File: config.mk
export PLATFORM = sky130hd
export DESIGN_NAME = gpio_portbank
export DESIGN_NICKNAME = d
export VERILOG_FILES = /design/src/rtl/gpio_portbank.sv
export SDC_FILE = /design/constraint.sdc
export NUM_CORES = 1
export LEC_CHECK = 0
export ABC_AREA = 1
export CAP_MARGIN = 25
export CORE_MARGIN = 3
export CORE_UTILIZATION = 25
export DETAILED_ROUTE_END_ITERATION = 16
export DONT_BUFFER_PORTS = 1
export SLEW_MARGIN = 5
export SYNTH_ARGS = -nofsm -noshare
export SYNTH_HDL_FRONTEND = slang
export SYNTH_SLANG_ARGS = --single-unit
File: constraint.sdc
create_clock -name clk -period 1.2 [get_ports clk]
set_input_delay 0.24 -clock clk [delete_from_list [all_inputs] [get_ports clk]]
set_output_delay 0.24 -clock clk [all_outputs]
set_load 0.02 [all_outputs]
File: src/rtl/gpio_portbank.sv
module gpio_portbank #(
  parameter int PKG_PINS = 16,
  parameter int AW = 8
) (
  input  logic          clk,
  input  logic          rst_n,
  input  logic          bus_sel,
  input  logic          bus_wr,
  input  logic          bus_bitop,
  input  logic [AW-1:0] bus_addr,
  input  logic [7:0]    bus_wdata,
  input  logic [2:0]    bus_bidx,
  input  logic          bus_bval,
  input  logic          rst_pin_sel,
  input  logic [31:0]   pin_in,
  output logic [23:0]   pin_out,
  output logic [23:0]   pin_oe,
  output logic [7:0]    bus_rdata
);

  localparam int NPORT = 4;
  localparam int NWR = 3;
  localparam logic [NPORT-1:0][7:0] PNUM = {8'd13, 8'd12, 8'd4, 8'd0};
  localparam logic [7:0] DIR_BASE = 8'h20;
  localparam logic [7:0] ANA_BASE = 8'h60;
  localparam int RST_BIT = 5;

  function automatic logic [7:0] pmask(int k);
    case (k)
      0:       return (PKG_PINS == 8) ? 8'h1A : (PKG_PINS == 10) ? 8'h1F : 8'hFF;
      1:       return (PKG_PINS == 16) ? 8'h03 : 8'h01;
      2:       return (PKG_PINS == 16) ? 8'h26 : 8'h20;
      default: return 8'h80;
    endcase
  endfunction

  function automatic logic [7:0] upd(logic [7:0] cur, logic [7:0] m);
    logic [7:0] t;
    t = cur;
    if (bus_bitop) t[bus_bidx] = bus_bval;
    else t = bus_wdata;
    return t & m;
  endfunction

  logic [31:0] sync1, sync2;
  logic [NPORT-1:0][7:0] dv, mv, av;
  logic [7:0] rd_nx;
  wire wr_en = bus_sel & bus_wr;

  always_ff @(posedge clk) begin
    if (!rst_n) begin
      sync1 <= '0;
      sync2 <= '0;
    end else begin
      sync1 <= pin_in;
      sync2 <= sync1;
    end
  end

  for (genvar k = 0; k < NWR; k++) begin : g_port
    localparam logic [7:0] M = pmask(k);
    localparam logic [7:0] RMSK = (k == 2) ? ~(8'h01 << RST_BIT) : 8'hFF;
    logic [7:0] lat, dir, ana, view;

    always_ff @(posedge clk) begin
      if (!rst_n) begin
        lat <= '0;
        dir <= M;
        ana <= '0;
      end else if (wr_en) begin
        if (bus_addr == AW'(PNUM[k]))            lat <= upd(lat, M);
        if (bus_addr == AW'(DIR_BASE + PNUM[k])) dir <= upd(dir, M);
        if (bus_addr == AW'(ANA_BASE + PNUM[k])) ana <= upd(ana, M);
      end
    end

    always_comb begin
      for (int b = 0; b < 8; b++) begin
        if (!M[b])       view[b] = 1'b0;
        else if (dir[b]) view[b] = ana[b] ? 1'b0 : sync2[8*k+b];
        else             view[b] = lat[b];
      end
      if (k == 2 && rst_pin_sel) view[RST_BIT] = 1'b1;
    end

    assign dv[k] = view;
    assign mv[k] = dir;
    assign av[k] = ana;
    assign pin_out[8*k +: 8] = lat;
    assign pin_oe[8*k +: 8]  = ~dir & M & ((rst_pin_sel) ? RMSK : 8'hFF);
  end

  assign dv[3] = sync2[31:24] & pmask(3);
  assign mv[3] = '0;
  assign av[3] = '0;

  always_comb begin
    rd_nx = '0;
    for (int k = 0; k < NPORT; k++) begin
      if (bus_addr == AW'(PNUM[k]))            rd_nx = dv[k];
      if (bus_addr == AW'(DIR_BASE + PNUM[k])) rd_nx = mv[k];
      if (bus_addr == AW'(ANA_BASE + PNUM[k])) rd_nx = av[k];
    end
  end

  always_ff @(posedge clk) begin
    if (!rst_n) bus_rdata <= '0;
    else if (bus_sel && !bus_wr) bus_rdata <= rd_nx;
  end

endmodule

==> qor.csv <==
stage;metric;value;unit
grt;GRT overflow;0;
die;Core Footprint;0.0146;mm2
clocking;Clock Tree Root;clkbuf_16;
routing;# DRC;0;
setup_path;R2R cell count;9;
clocking;CTS tree;yes;
die;die height;128;um
timing;fin crit share;100;%
routing;DR iter-0 viols;198;
routing;met1 WL;4760;um
timing;RSZ-0062 raised after global routing;true;
power;Peak VDD IR;0.684;mV
routing;met3 wire length;870;um
outcome;status;finished, violations left;
clocking;Max clock buf depth;2;
timing;fmax;829;MHz
cells_and_area;area of the multi-input gates;0.00178;mm2
setup_path;Critical path destination;bus_rdata[1];
clocking;Clock Pin Slew Worst Setup and Hold Paths;60;ps
setup_path;Critical path buffers and inverters;0;
logic_synthesis;mean post-synth cell area;7.09;um2
logic_synthesis;register area share after synthesis;40.2;%
power;total power draw;5.54;mW
logic_synthesis;Syn. warnings;0;
logic_synthesis;cell taking the most area after synthesis;dfxtp_1;
logic_synthesis;dominant cells by area after synthesis;dfxtp_1 40%, nand2_1 11%, inv_1 8.2%;
routing;post-route ant nets;0;
routing;routed vias;3400;
placed_design;Setup Slack @ Placement;-208;ps
timing;setup slack after layout;-5.87;ps
setup_path;CP Max Fanout;3;
clocking;Sink Count;75;
timing;setup tns final;-10.0;ps
clocking;Num CTS Buffers;9;
die;Starting Density;25.6;%
setup_path;CP endpoint kind;register;
timing;hold violation count in the final report;0;
setup_path;Crit Path Class;reg -> reg;
setup_path;slowest stage cell, crit path;dfxtp_1;
cells_and_area;Finished Cell Area;0.00490;mm2
placed_design;post-DP HPWL;8130;um
cells_and_area;share of cells above drive strength 1;27.1;%
setup_path;CP Depth;9;
placed_design;PortBufs;0;
clocking;H-tree level count;3;
logic_synthesis;post-synthesis async set-or-reset flop share;0;%
grt;initial antenna violation count;0;
min_path;hold crit path type;in -> reg;
logic_synthesis;Synth Instances;527;
placed_design;Placed Area;0.00439;mm2
routing;metal2 WL;4890;um
cells_and_area;Filler Cell Count;1554;
logic_synthesis;count of flip-flops with a built-in enable after synthesis;0;
setup_path;worst reg2reg startpoint;g_port[1].ana[1];
logic_synthesis;#FFs+latches synth;75;
timing;Setup violations, final;2;
grt;vias in the first global route;3276;
setup_path;Crit path top cell by count;nand2_1;
routing;First-pass DRT Iterations;5;
grt;Overall Global Routing Usage;13.3;%
routing;wire per inst;13.4;um
setup_path;critical path required time;1440;ps
placed_design;routability cong.;0.848;
clocking;clk_lat worst skew;340;ps
power;Leakage;2.26;nW
job;max cap viols;0;
die;row count;44;
logic_synthesis;top-area cell type share of the netlist area;40.2;%
min_path;Worst Hold Launch;rst_n;
cells_and_area;synthesis-to-finish area growth;31.2;%
logic_synthesis;top_reg_cell synth;dfxtp_1;
logic_synthesis;Synth Cell Area;0.00374;mm2
setup_path;CP cell instances;nor2_2, a22oi_1, nand2_1, nand2_1, nand4_1, nand2_1, nand2_1, nand2_1, a21oi_2;
timing;worst clock skew;6.78;ps
setup_path;crit-path max cell delay;370;ps
power;Power Dens Cells;1130;mW/mm2
logic_synthesis;Distinct cells, synth;32;
setup_path;startpoint types;register;
timing;Max Slew Vio Count;0;
die;Die W;128;um
setup_path;Crit path arrival time;1440;ps
grt;first-pass GRT wire length;16900;um
cells_and_area;Seq. cell area;0.00152;mm2
cells_and_area;nets;669;
routing;uppermost layer routed;met4;
outcome;failing checks;negative setup slack;
setup_path;r2r setup slk;-6;ps
cells_and_area;Final Util;33.6;%
routing;Vias/cell;4.25;
timing;Tmin final;1210;ps
die;DIE AREA;0.0164;mm2
grt;pin count of the biggest net entering global routing;31;
setup_path;CP startpoint;g_port[1].ana[1];
cells_and_area;antenna fix cells;0;
setup_path;reg2reg end;bus_rdata[1];
setup_path;CP delay by family, top;simple AND/OR/NAND/NOR gates;
die;Top Ports;114;
routing;routed wire length;10700;um
-- per-layer routing --
metal  vias to the layer above  track usage, %
li1                       1809               -
met1                      1474            17.0
met2                       105            21.0
met3                        12            4.75
met4                         0            4.12
met5                         -               0
-- cell usage after synthesis, types with 2 or more instances --
cell and count:
o2111ai_1 3, nand2_4 4, a22oi_1 2, inv_2 14
nor2_4 12, a21oi_1 49, nand2_2 3, dfxtp_1 75
nor2_1 19, o311ai_1 2, inv_4 2, buf_4 22
o21ai_0 45, nand2_1 111, nand4_1 2, o21ai_1 17
a21oi_2 2, inv_1 82, nand3_1 28, nor3_2 3
o211ai_2 2, nor2_2 7, nor3_1 6, clkbuf_1 7
-- metrics by stage --
| step | cells | hold slack [ps] |
|---|---|---|
| 6_report | 800 | 6.92 |
| 5_1_grt | 800 | 3.45 |
| 4_1_cts | 798 | 0.996 |
| 3_5_place_dp | 767 | 341 |
| 3_3_place_gp | 767 | 337 |
| 2_1_floorplan | 548 | 338 |
-- worst min path at each step --
stage,slack (ps),cells past startpoint,end
after floorplan,340,2,sync1[0]
after global placement,340,1,g_port[0].dir[5]
after detailed placement,340,1,g_port[0].dir[2]
after CTS,1,2,sync2[1]
after global routing,3,2,sync2[4]
final,7,2,sync2[1]
-- flip-flops by register name, summed over array words and instances (netlist names) --
signal and flops:
g_port.dir 13, sync1 14, bus_rdata 8, g_port.lat 13
g_port.ana 13, sync2 14
-- cell type report --
class | instances | area share, %
Tap cell | 184 | 4.70
Sequential cell | 75 | 31.0
Timing Repair Buffer | 82 | 14.5
Multi-Input combinational cell | 344 | 36.3
Clock inverter | 7 | 1.10
Clock buffer | 9 | 4.59
Inverter | 99 | 7.83
-- kinds of logic after synthesis --
logic type / Yosys count / synth area share, %
simple gates: 197 / 26.1
flops: 75 / 40.2
other cells: 1 / 0.100
compound gates: 125 / 18.3
buf+inv: 129 / 15.3
-- worst register-to-register path, delay by kind of cell (launching register included) --
kind            cells  cell delay, ps
flops               1             370
simple gates        7             510
compound gates      2             220
-- cell usage in the layout (no fill, tap or decap), drive strengths merged, types with 3 or more instances in the layout --
| cell | count |
|---|---|
| buf | 67 |
| clkinvlp | 3 |
| clkbuf | 9 |
| nor3 | 9 |
| dlygate4sd3 | 15 |
| conb | 22 |
| dfxtp | 75 |
| nand3 | 28 |
| o21ai | 63 |
| nor2 | 39 |
| nand2 | 118 |
| inv | 99 |
| clkinv | 4 |
| o2111ai | 3 |
| a21oi | 51 |
-- power by group --
group	switching (mW)	leakage (nW)	internal [mW]	total (mW)
combinational	0.297	1.53	0.168	0.465
sequential	0.0175	0.609	2.54	2.55
clock	1.12	0.128	1.41	2.53
total	1.43	2.26	4.11	5.54
-- timing repair --
| item | CTS | global route |
|---|---|---|
| resized for setup | 14 | 24 |
| hold buffers | 16 | 0 |
| setup endpoints to repair | 7 | 12 |
| endpoints found under the hold margin | 27 | 0 |
| setup buffers | 0 | 2 |
| pin swaps | 1 | 10 |
Power figures use the tool's default switching activity.
